$ cat src/rtl/usi_pkg.sv
package usi_pkg;

    localparam int DATA_W = 8;
    localparam int CNT_W  = 4;

    typedef enum logic [1:0] {
        SRC_OFF   = 2'd0,
        SRC_PIN   = 2'd1,
        SRC_TIMER = 2'd2,
        SRC_STEP  = 2'd3
    } clk_src_e;

    typedef enum logic [1:0] {
        REG_DATA  = 2'd0,
        REG_COUNT = 2'd1,
        REG_CTRL  = 2'd2,
        REG_STEP  = 2'd3
    } reg_addr_e;

    typedef struct packed {
        logic     flag;
        logic     irq_en;
        logic     toggle;
        logic     port_lvl;
        logic     master;
        logic     pol;
        clk_src_e src;
    } ctrl_t;

    typedef struct packed {
        logic shift;
        logic drive;
        logic count;
    } tick_t;

    function automatic tick_t pin_ticks(input logic rise, input logic fall,
                                        input logic pol);
        tick_t t;
        t.shift = pol ? fall : rise;
        t.drive = pol ? rise : fall;
        t.count = rise | fall;
        return t;
    endfunction

endpackage

$ cat src/rtl/usi_sync.sv
module usi_sync #(
    parameter int W      = 2,
    parameter int STAGES = 2
) (
    input  logic         clk,
    input  logic         rst,
    input  logic [W-1:0] d,
    output logic [W-1:0] q
);
    logic [W-1:0] stg [STAGES];

    always_ff @(posedge clk) begin
        if (rst) begin
            for (int i = 0; i < STAGES; i++) stg[i] <= '0;
        end else begin
            stg[0] <= d;
            for (int i = 1; i < STAGES; i++) stg[i] <= stg[i-1];
        end
    end

    assign q = stg[STAGES-1];
endmodule

$ cat src/rtl/usi_clk_ctl.sv
module usi_clk_ctl
    import usi_pkg::*;
(
    input  logic     clk,
    input  logic     rst,
    input  clk_src_e src,
    input  logic     pol,
    input  logic     master,
    input  logic     port_lvl,
    input  logic     sck_sync,
    input  logic     tmr_strobe,
    input  logic     step_wr,
    output tick_t    ticks
);
    logic pin_lvl, prev_q, rise, fall;

    assign pin_lvl = master ? port_lvl : sck_sync;

    always_ff @(posedge clk) begin
        if (rst) prev_q <= 1'b0;
        else     prev_q <= pin_lvl;
    end

    assign rise = pin_lvl & ~prev_q;
    assign fall = ~pin_lvl & prev_q;

    always_comb begin
        unique case (src)
            SRC_PIN:   ticks = pin_ticks(rise, fall, pol);
            SRC_TIMER: ticks = '{shift: tmr_strobe, drive: tmr_strobe, count: tmr_strobe};
            SRC_STEP:  ticks = '{shift: step_wr, drive: step_wr, count: step_wr};
            default:   ticks = '0;
        endcase
    end


    edge_role_chk: assert property (@(posedge clk) disable iff (rst)
        (src == SRC_PIN) |-> !(ticks.shift && ticks.drive));


    idle_src_chk: assert property (@(posedge clk) disable iff (rst)
        (src == SRC_PIN && $stable(pin_lvl)) |-> !ticks.count);
endmodule

$ cat src/rtl/usi_shift_core.sv
module usi_shift_core #(
    parameter int W = 8
) (
    input  logic         clk,
    input  logic         rst,
    input  logic         load,
    input  logic [W-1:0] load_val,
    input  logic         shift,
    input  logic         drive,
    input  logic         sin,
    output logic [W-1:0] sr,
    output logic         sdo
);
    always_ff @(posedge clk) begin
        if (rst) begin
            sr  <= '0;
            sdo <= 1'b0;
        end else if (load) begin
            sr  <= load_val;
            sdo <= load_val[W-1];
        end else begin
            if (shift) sr <= {sr[W-2:0], sin};
            if (drive) sdo <= shift ? sr[W-2] : sr[W-1];
        end
    end


    shift_msb_chk: assert property (@(posedge clk) disable iff (rst)
        (shift && !load) |=> (sr == {$past(sr[W-2:0]), $past(sin)}));


    load_out_chk: assert property (@(posedge clk) disable iff (rst)
        load |=> (sdo == $past(load_val[W-1])));
endmodule

$ cat src/rtl/usi_xfer_counter.sv
module usi_xfer_counter #(
    parameter int CW = 4
) (
    input  logic          clk,
    input  logic          rst,
    input  logic          inc,
    input  logic          wr,
    input  logic [CW-1:0] wval,
    input  logic          clr,
    output logic [CW-1:0] cnt,
    output logic          flag
);
    localparam logic [CW-1:0] CNT_MAX = {CW{1'b1}};

    logic wrap;
    assign wrap = inc && !wr && (cnt == CNT_MAX);

    always_ff @(posedge clk) begin
        if (rst)      cnt <= '0;
        else if (wr)  cnt <= wval;
        else if (inc) cnt <= cnt + 1'b1;
    end

    always_ff @(posedge clk) begin
        if (rst)       flag <= 1'b0;
        else if (wrap) flag <= 1'b1;
        else if (clr)  flag <= 1'b0;
    end


    wrap_flag_chk: assert property (@(posedge clk) disable iff (rst)
        (inc && !wr && cnt == CNT_MAX) |=> (flag && cnt == '0));


    write_noflag_chk: assert property (@(posedge clk) disable iff (rst)
        (wr && !flag) |=> !flag);


    step_one_chk: assert property (@(posedge clk) disable iff (rst)
        (!wr && !inc) |=> $stable(cnt));
endmodule

$ cat src/rtl/usi_serial_top.sv
module usi_serial_top
    import usi_pkg::*;
#(
    parameter int CNT_W_P     = usi_pkg::CNT_W,
    parameter int SYNC_STAGES = 2
) (
    input  logic              clk,
    input  logic              rst,
    input  logic [1:0]        bus_addr,
    input  logic              bus_wr,
    input  logic [DATA_W-1:0] bus_wdata,
    output logic [DATA_W-1:0] bus_rdata,
    input  logic              sck_in,
    output logic              sck_out,
    output logic              sck_oe,
    input  logic              sdi,
    output logic              sdo,
    input  logic              tmr_strobe,
    output logic              irq
);
    localparam int PAD_W = DATA_W - CNT_W_P;

    reg_addr_e addr;
    ctrl_t     wctrl;
    logic      wr_data, wr_cnt, wr_ctrl, wr_step;

    assign addr    = reg_addr_e'(bus_addr);
    assign wctrl   = ctrl_t'(bus_wdata);
    assign wr_data = bus_wr && addr == REG_DATA;
    assign wr_cnt  = bus_wr && addr == REG_COUNT;
    assign wr_ctrl = bus_wr && addr == REG_CTRL;
    assign wr_step = bus_wr && addr == REG_STEP;

    clk_src_e src_q;
    logic     pol_q, master_q, port_q, irq_en_q;

    always_ff @(posedge clk) begin
        if (rst) begin
            src_q    <= SRC_OFF;
            pol_q    <= 1'b0;
            master_q <= 1'b0;
            port_q   <= 1'b0;
            irq_en_q <= 1'b0;
        end else if (wr_ctrl) begin
            src_q    <= wctrl.src;
            pol_q    <= wctrl.pol;
            master_q <= wctrl.master;
            port_q   <= wctrl.toggle ? ~port_q : wctrl.port_lvl;
            irq_en_q <= wctrl.irq_en;
        end
    end

    logic [1:0] pins_sync;

    usi_sync #(.W(2), .STAGES(SYNC_STAGES)) u_sync (
        .clk (clk),
        .rst (rst),
        .d   ({sck_in, sdi}),
        .q   (pins_sync)
    );

    tick_t ticks;

    usi_clk_ctl u_clk (
        .clk        (clk),
        .rst        (rst),
        .src        (src_q),
        .pol        (pol_q),
        .master     (master_q),
        .port_lvl   (port_q),
        .sck_sync   (pins_sync[1]),
        .tmr_strobe (tmr_strobe),
        .step_wr    (wr_step),
        .ticks      (ticks)
    );

    logic [DATA_W-1:0] sr;

    usi_shift_core #(.W(DATA_W)) u_shift (
        .clk      (clk),
        .rst      (rst),
        .load     (wr_data),
        .load_val (bus_wdata),
        .shift    (ticks.shift),
        .drive    (ticks.drive),
        .sin      (pins_sync[0]),
        .sr       (sr),
        .sdo      (sdo)
    );

    logic [CNT_W_P-1:0] cnt;
    logic               flag;

    usi_xfer_counter #(.CW(CNT_W_P)) u_cnt (
        .clk  (clk),
        .rst  (rst),
        .inc  (ticks.count),
        .wr   (wr_cnt),
        .wval (bus_wdata[CNT_W_P-1:0]),
        .clr  (wr_ctrl && wctrl.flag),
        .cnt  (cnt),
        .flag (flag)
    );

    ctrl_t rctrl;
    assign rctrl = '{flag: flag, irq_en: irq_en_q, toggle: 1'b0, port_lvl: port_q,
                     master: master_q, pol: pol_q, src: src_q};

    always_comb begin
        unique case (addr)
            REG_DATA:  bus_rdata = sr;
            REG_COUNT: bus_rdata = {{PAD_W{1'b0}}, cnt};
            REG_CTRL:  bus_rdata = rctrl;
            default:   bus_rdata = '0;
        endcase
    end

    assign sck_out = port_q;
    assign sck_oe  = master_q;
    assign irq     = flag & irq_en_q;


    flag_rise_chk: assert property (@(posedge clk) disable iff (rst)
        $rose(flag) |-> ($past(cnt) == {CNT_W_P{1'b1}} && cnt == '0));


    toggle_chk: assert property (@(posedge clk) disable iff (rst)
        (wr_ctrl && wctrl.toggle) |=> (sck_out != $past(sck_out)));
endmodule

$ cat config.mk
export PLATFORM = sky130hd
export DESIGN_NAME = usi_serial_top
export DESIGN_NICKNAME = d
export VERILOG_FILES = /design/src/rtl/usi_pkg.sv /design/src/rtl/usi_sync.sv /design/src/rtl/usi_clk_ctl.sv /design/src/rtl/usi_shift_core.sv /design/src/rtl/usi_xfer_counter.sv /design/src/rtl/usi_serial_top.sv
export SDC_FILE = /design/constraint.sdc
export NUM_CORES = 1
export LEC_CHECK = 0
export BUFFER_PORTS_ARGS = -buffer_cell sky130_fd_sc_hd__clkbuf_2
export CORE_MARGIN = 2
export CORE_UTILIZATION = 40
export DETAILED_ROUTE_END_ITERATION = 7
export MAX_ROUTING_LAYER = met4
export PLACE_DENSITY = 0.61
export SETUP_SLACK_MARGIN = 0.5
export SYNTH_ARGS = -nofsm -noshare
export SYNTH_HDL_FRONTEND = slang
export SYNTH_SLANG_ARGS = --single-unit
$ cat constraint.sdc
create_clock -name clk -period 2.33 [get_ports clk]
set_input_delay 0.3495 -clock clk [delete_from_list [all_inputs] [get_ports clk]]
set_output_delay 0.3495 -clock clk [all_outputs]
set_load 0.03 [all_outputs]
==> impl_metrics.prom <==
# TYPE chip_impl_metric gauge
chip_impl_info{name="result_of_the_run",value="complete, no violations"} 1
chip_impl_metric{name="layout-area-overhead-vs-synth",unit="%"} 18.9
chip_impl_metric{name="irDropWorstVdd",unit="V"} 0.000245
chip_impl_info{name="critical_path.startpoint_type",value="flip-flop"} 1
chip_impl_info{name="netlist_top_cells_area",value="dfxtp_1 34%, nand2_1 7.7%, a311oi_2 7.2%, mux2i_1 6.8%, a21oi_1 3.4%"} 1
chip_impl_metric{name="post_synth_instance_area",unit="um^2"} 1470
chip_impl_metric{name="dr_wl_cell",unit="um"} 15.2
chip_impl_metric{name="max-clock-path-buffers",unit=""} 2
chip_impl_metric{name="setup_violations",unit=""} 0
chip_impl_metric{name="regArea",unit="um^2"} 505
chip_impl_metric{name="finalWirelength",unit="um"} 3730
chip_impl_info{name="grt_setup_unrepaired",value="yes"} 1
chip_impl_metric{name="initial_core_util",unit=""} 0.429
chip_impl_info{name="classification_of_the_worst_slack_hold_path",value="in -> reg"} 1
chip_impl_info{name="synth.most_common_cell",value="nand2_1"} 1
chip_impl_info{name="synth-main-ff-cell",value="dfxtp_1"} 1
chip_impl_metric{name="io_buffers",unit=""} 27
chip_impl_metric{name="grt.total_usage",unit=""} 0.193
chip_impl_metric{name="yosysWarningCount",unit=""} 0
chip_impl_metric{name="power.density",unit="nW/um^2"} 481
chip_impl_metric{name="pwr_total",unit="uW"} 839
chip_impl_metric{name="slew_headroom",unit=""} 0.542
chip_impl_metric{name="critical_path.max_stage_delay",unit="ps"} 550
chip_impl_metric{name="drv_slew",unit=""} 0
chip_impl_metric{name="place_inst",unit=""} 240
chip_impl_metric{name="clock_sink_count",unit=""} 25
chip_impl_metric{name="final_layout_size_suffix_gt1_frac",unit=""} 0.302
chip_impl_metric{name="timing.critical_path.arrival",unit="ps"} 2060
chip_impl_metric{name="ys_types",unit=""} 40
chip_impl_metric{name="drt-vias-per-instance",unit=""} 5.59
chip_impl_metric{name="final_design_area_excluding_fillers",unit="um^2"} 1740
chip_impl_metric{name="finalClockSkew",unit="ps"} 11.8
chip_impl_metric{name="reg2reg_setup_slack",unit="ps"} 550
chip_impl_metric{name="area_taken_by_multi_input_logic_gates",unit="um^2"} 961
chip_impl_metric{name="cellLeakagePower",unit="nW"} 0.651
chip_impl_metric{name="grt_antenna_before_repair",unit=""} 0
chip_impl_info{name="timing.setup.critical_path_class",value="reg -> reg"} 1
chip_impl_metric{name="final_net_count",unit=""} 219
chip_impl_metric{name="first_pass_iters",unit=""} 4
chip_impl_metric{name="fmax",unit="GHz"} 0.561
chip_impl_metric{name="cts.reportedPaths.clkPinSlew",unit="ps"} 140
chip_impl_metric{name="antenna_cells_inserted",unit=""} 0
chip_impl_metric{name="time_the_worst_path_needs_with_i_o_delays_and_setup",unit="ps"} 1780
chip_impl_metric{name="grt_pass1_wl",unit="um"} 6200
chip_impl_metric{name="synth-edff-count",unit=""} 0
chip_impl_metric{name="min_period_over_period",unit=""} 0.765
chip_impl_info{name="root_buffer",value="clkbuf_4"} 1
chip_impl_info{name="critPathSlowestCell",value="or4b_4"} 1
chip_impl_metric{name="synth.yosys.seq_area_share",unit=""} 0.341
chip_impl_metric{name="dieHeight",unit="um"} 64.5
chip_impl_metric{name="worst_slew_pin_slew",unit="ps"} 684
chip_impl_info{name="worstPathCellList",value="mux2i_4, ha_1, o21a_1, a21oi_4, or4b_4, nand3_2"} 1
chip_impl_metric{name="dpl.hpwl",unit="um"} 2780
chip_impl_metric{name="cts_buffers",unit=""} 3
chip_impl_metric{name="holdBufCountCts",unit=""} 0
chip_impl_metric{name="total_cell_area_at_the_placement_stage",unit="um^2"} 1650
chip_impl_metric{name="postSynth.asyncResetShare",unit=""} 0
chip_impl_metric{name="postSynthAreaPerCell",unit="um^2"} 8.53
chip_impl_metric{name="synthesis.nets",unit=""} 191
chip_impl_metric{name="ctsHtreeMaxLevel",unit=""} 1
chip_impl_metric{name="post_layout_nonfiller_instances",unit=""} 245
chip_impl_info{name="synth.top_cells.by_count",value="30 x nand2_1, 25 x dfxtp_1"} 1
chip_impl_info{name="worstSetupEndpointType",value="flip-flop"} 1
chip_impl_metric{name="clock_insertion_delay_worst_skew",unit="ps"} 320
chip_impl_metric{name="synthCells",unit=""} 172
chip_impl_metric{name="timing.critical_path.fanout_max",unit=""} 8
chip_impl_info{name="post-synth-top-area-cell",value="dfxtp_1"} 1
chip_impl_metric{name="floorplan.die.width",unit="um"} 64.5
chip_impl_metric{name="first_global_vias",unit=""} 1278
chip_impl_metric{name="drtAntennaViolNets",unit=""} 0
chip_impl_info{name="cts_tree",value="yes"} 1
chip_impl_metric{name="detailedRoute.firstIterationViolations",unit=""} 98
chip_impl_metric{name="die_outline_area",unit="um^2"} 4170
chip_impl_metric{name="final_global_route_overflow_total",unit=""} 0
chip_impl_metric{name="worst_path_required_time",unit="ps"} 2610
chip_impl_metric{name="synth-seq-cells",unit=""} 25
chip_impl_metric{name="tns",unit="ps"} 0
chip_impl_metric{name="drv.max_cap_violation_count",unit=""} 0
chip_impl_metric{name="fillers",unit=""} 330
chip_impl_metric{name="grt_start_max_net_pins",unit=""} 23
chip_impl_metric{name="design.core.area",unit="um^2"} 3420
chip_impl_metric{name="gp_congestion",unit=""} 0.870
chip_impl_metric{name="detailroute.via_count",unit=""} 1370
chip_impl_metric{name="num_rows",unit=""} 21
chip_impl_metric{name="timing_hold_violations_final",unit=""} 0
chip_impl_metric{name="io-pin-count",unit=""} 28
chip_impl_metric{name="area_share_of_the_leading_cell_type_in_the_synthesized_netlist",unit=""} 0.341
chip_impl_metric{name="detail_route.drc_violations",unit=""} 0
[path summary, 6_finish.rpt]
kind	depth (start not counted)	start	to
setup / recovery	6	sck_oe	u_cnt.cnt[0]
hold / removal	2	sck_in	u_sync.stg[0][1]
setup reg to reg	6	sck_oe	u_cnt.cnt[0]
hold reg to reg	1	u_sync.stg[0][1]	u_sync.stg[0][3]
[cell families after synthesis]
| group | Yosys count | synth area share |
|---|---|---|
| and+or+nand+nor | 84 | 0.294 |
| muxes | 11 | 0.0776 |
| DFF | 25 | 0.341 |
| buffers and inverters | 13 | 0.0495 |
| adders and majority gates | 3 | 0.0256 |
| AOI/OAI and AO/OA | 36 | 0.212 |
[what timing repair did]
item / CTS / global route
gates resized for setup: 3 / 10
endpoints found under the setup margin: 9 / 16
pin swaps: 0 / 9
setup buffers: 0 / 1
[worst max-delay path, delay by kind of cell, from the launching register on]
family          cells  cell delay [ps]
flops               1              380
simple gates        2              620
mux                 1              200
compound gates      2              260
fa+ha+maj           1              300
[state kept, by name, summed over array words and instances, names as in the netlist]
name          flops
u_cnt.cnt         4
src_q             2
u_sync.stg        4
irq_en_q          1
u_shift.sdo       1
u_cnt.flag        1
u_clk.prev_q      1
sck_out           1
pol_q             1
u_shift.sr        8
sck_oe            1
[layer usage]
metal	up-vias	wire (um)	track usage	share of wire
li1	674	-	-	-
met5	-	0	-	0
met3	4	190	0.0347	0.051
met2	40	1710	0.303	0.46
met4	0	38	0.0452	0.010
met1	652	1790	0.259	0.48
[metrics by stage]
step	setup WS, ps	hold WS, ps	utilization
finish	547	236	0.511
global route	455	242	0.511
CTS	511	228	0.496
detailed placement	371	430	0.482
global placement	456	418	0.482
floorplan	510	414	-
[cell type report]
| cell class | instances | share of cell area |
|---|---|---|
| multi-input cells | 134 | 0.551 |
| flip-flops and latches | 25 | 0.290 |
| repair buffers | 33 | 0.105 |
| well taps | 46 | 0.0330 |
| clock buffers | 4 | 0.0151 |
| inverters | 3 | 0.00646 |
[where the power goes]
group | switching, mW | internal (mW) | leakage (nW) | total, mW
Sequential | 0.0211 | 0.449 | 0.206 | 0.470
Clock | 0.129 | 0.0669 | 0.0150 | 0.196
Combinational | 0.104 | 0.0696 | 0.430 | 0.174
Total | 0.254 | 0.585 | 0.651 | 0.839
[cells in the final DEF (no fill, tap or decap), types with 2 or more instances in the layout]
cell type	synthesis	routed
a211oi_1	3	2
a211oi_2	1	2
a21oi_1	10	10
a311oi_2	7	7
and3_1	2	2
and4_1	2	2
buf_4	4	6
clkbuf_2	0	26
clkbuf_4	0	4
dfxtp_1	25	23
ha_1	3	2
inv_1	3	2
mux2i_1	10	9
mux2i_4	0	2
nand2_1	30	30
nand2b_1	2	2
nand3_1	10	9
nand3b_1	2	2
nand4_1	2	2
nor2_1	8	8
nor2b_1	6	6
nor3_1	10	9
nor3b_1	2	2
o21a_1	2	2
o21ai_0	8	8
Power figures use the tool's default switching activity.
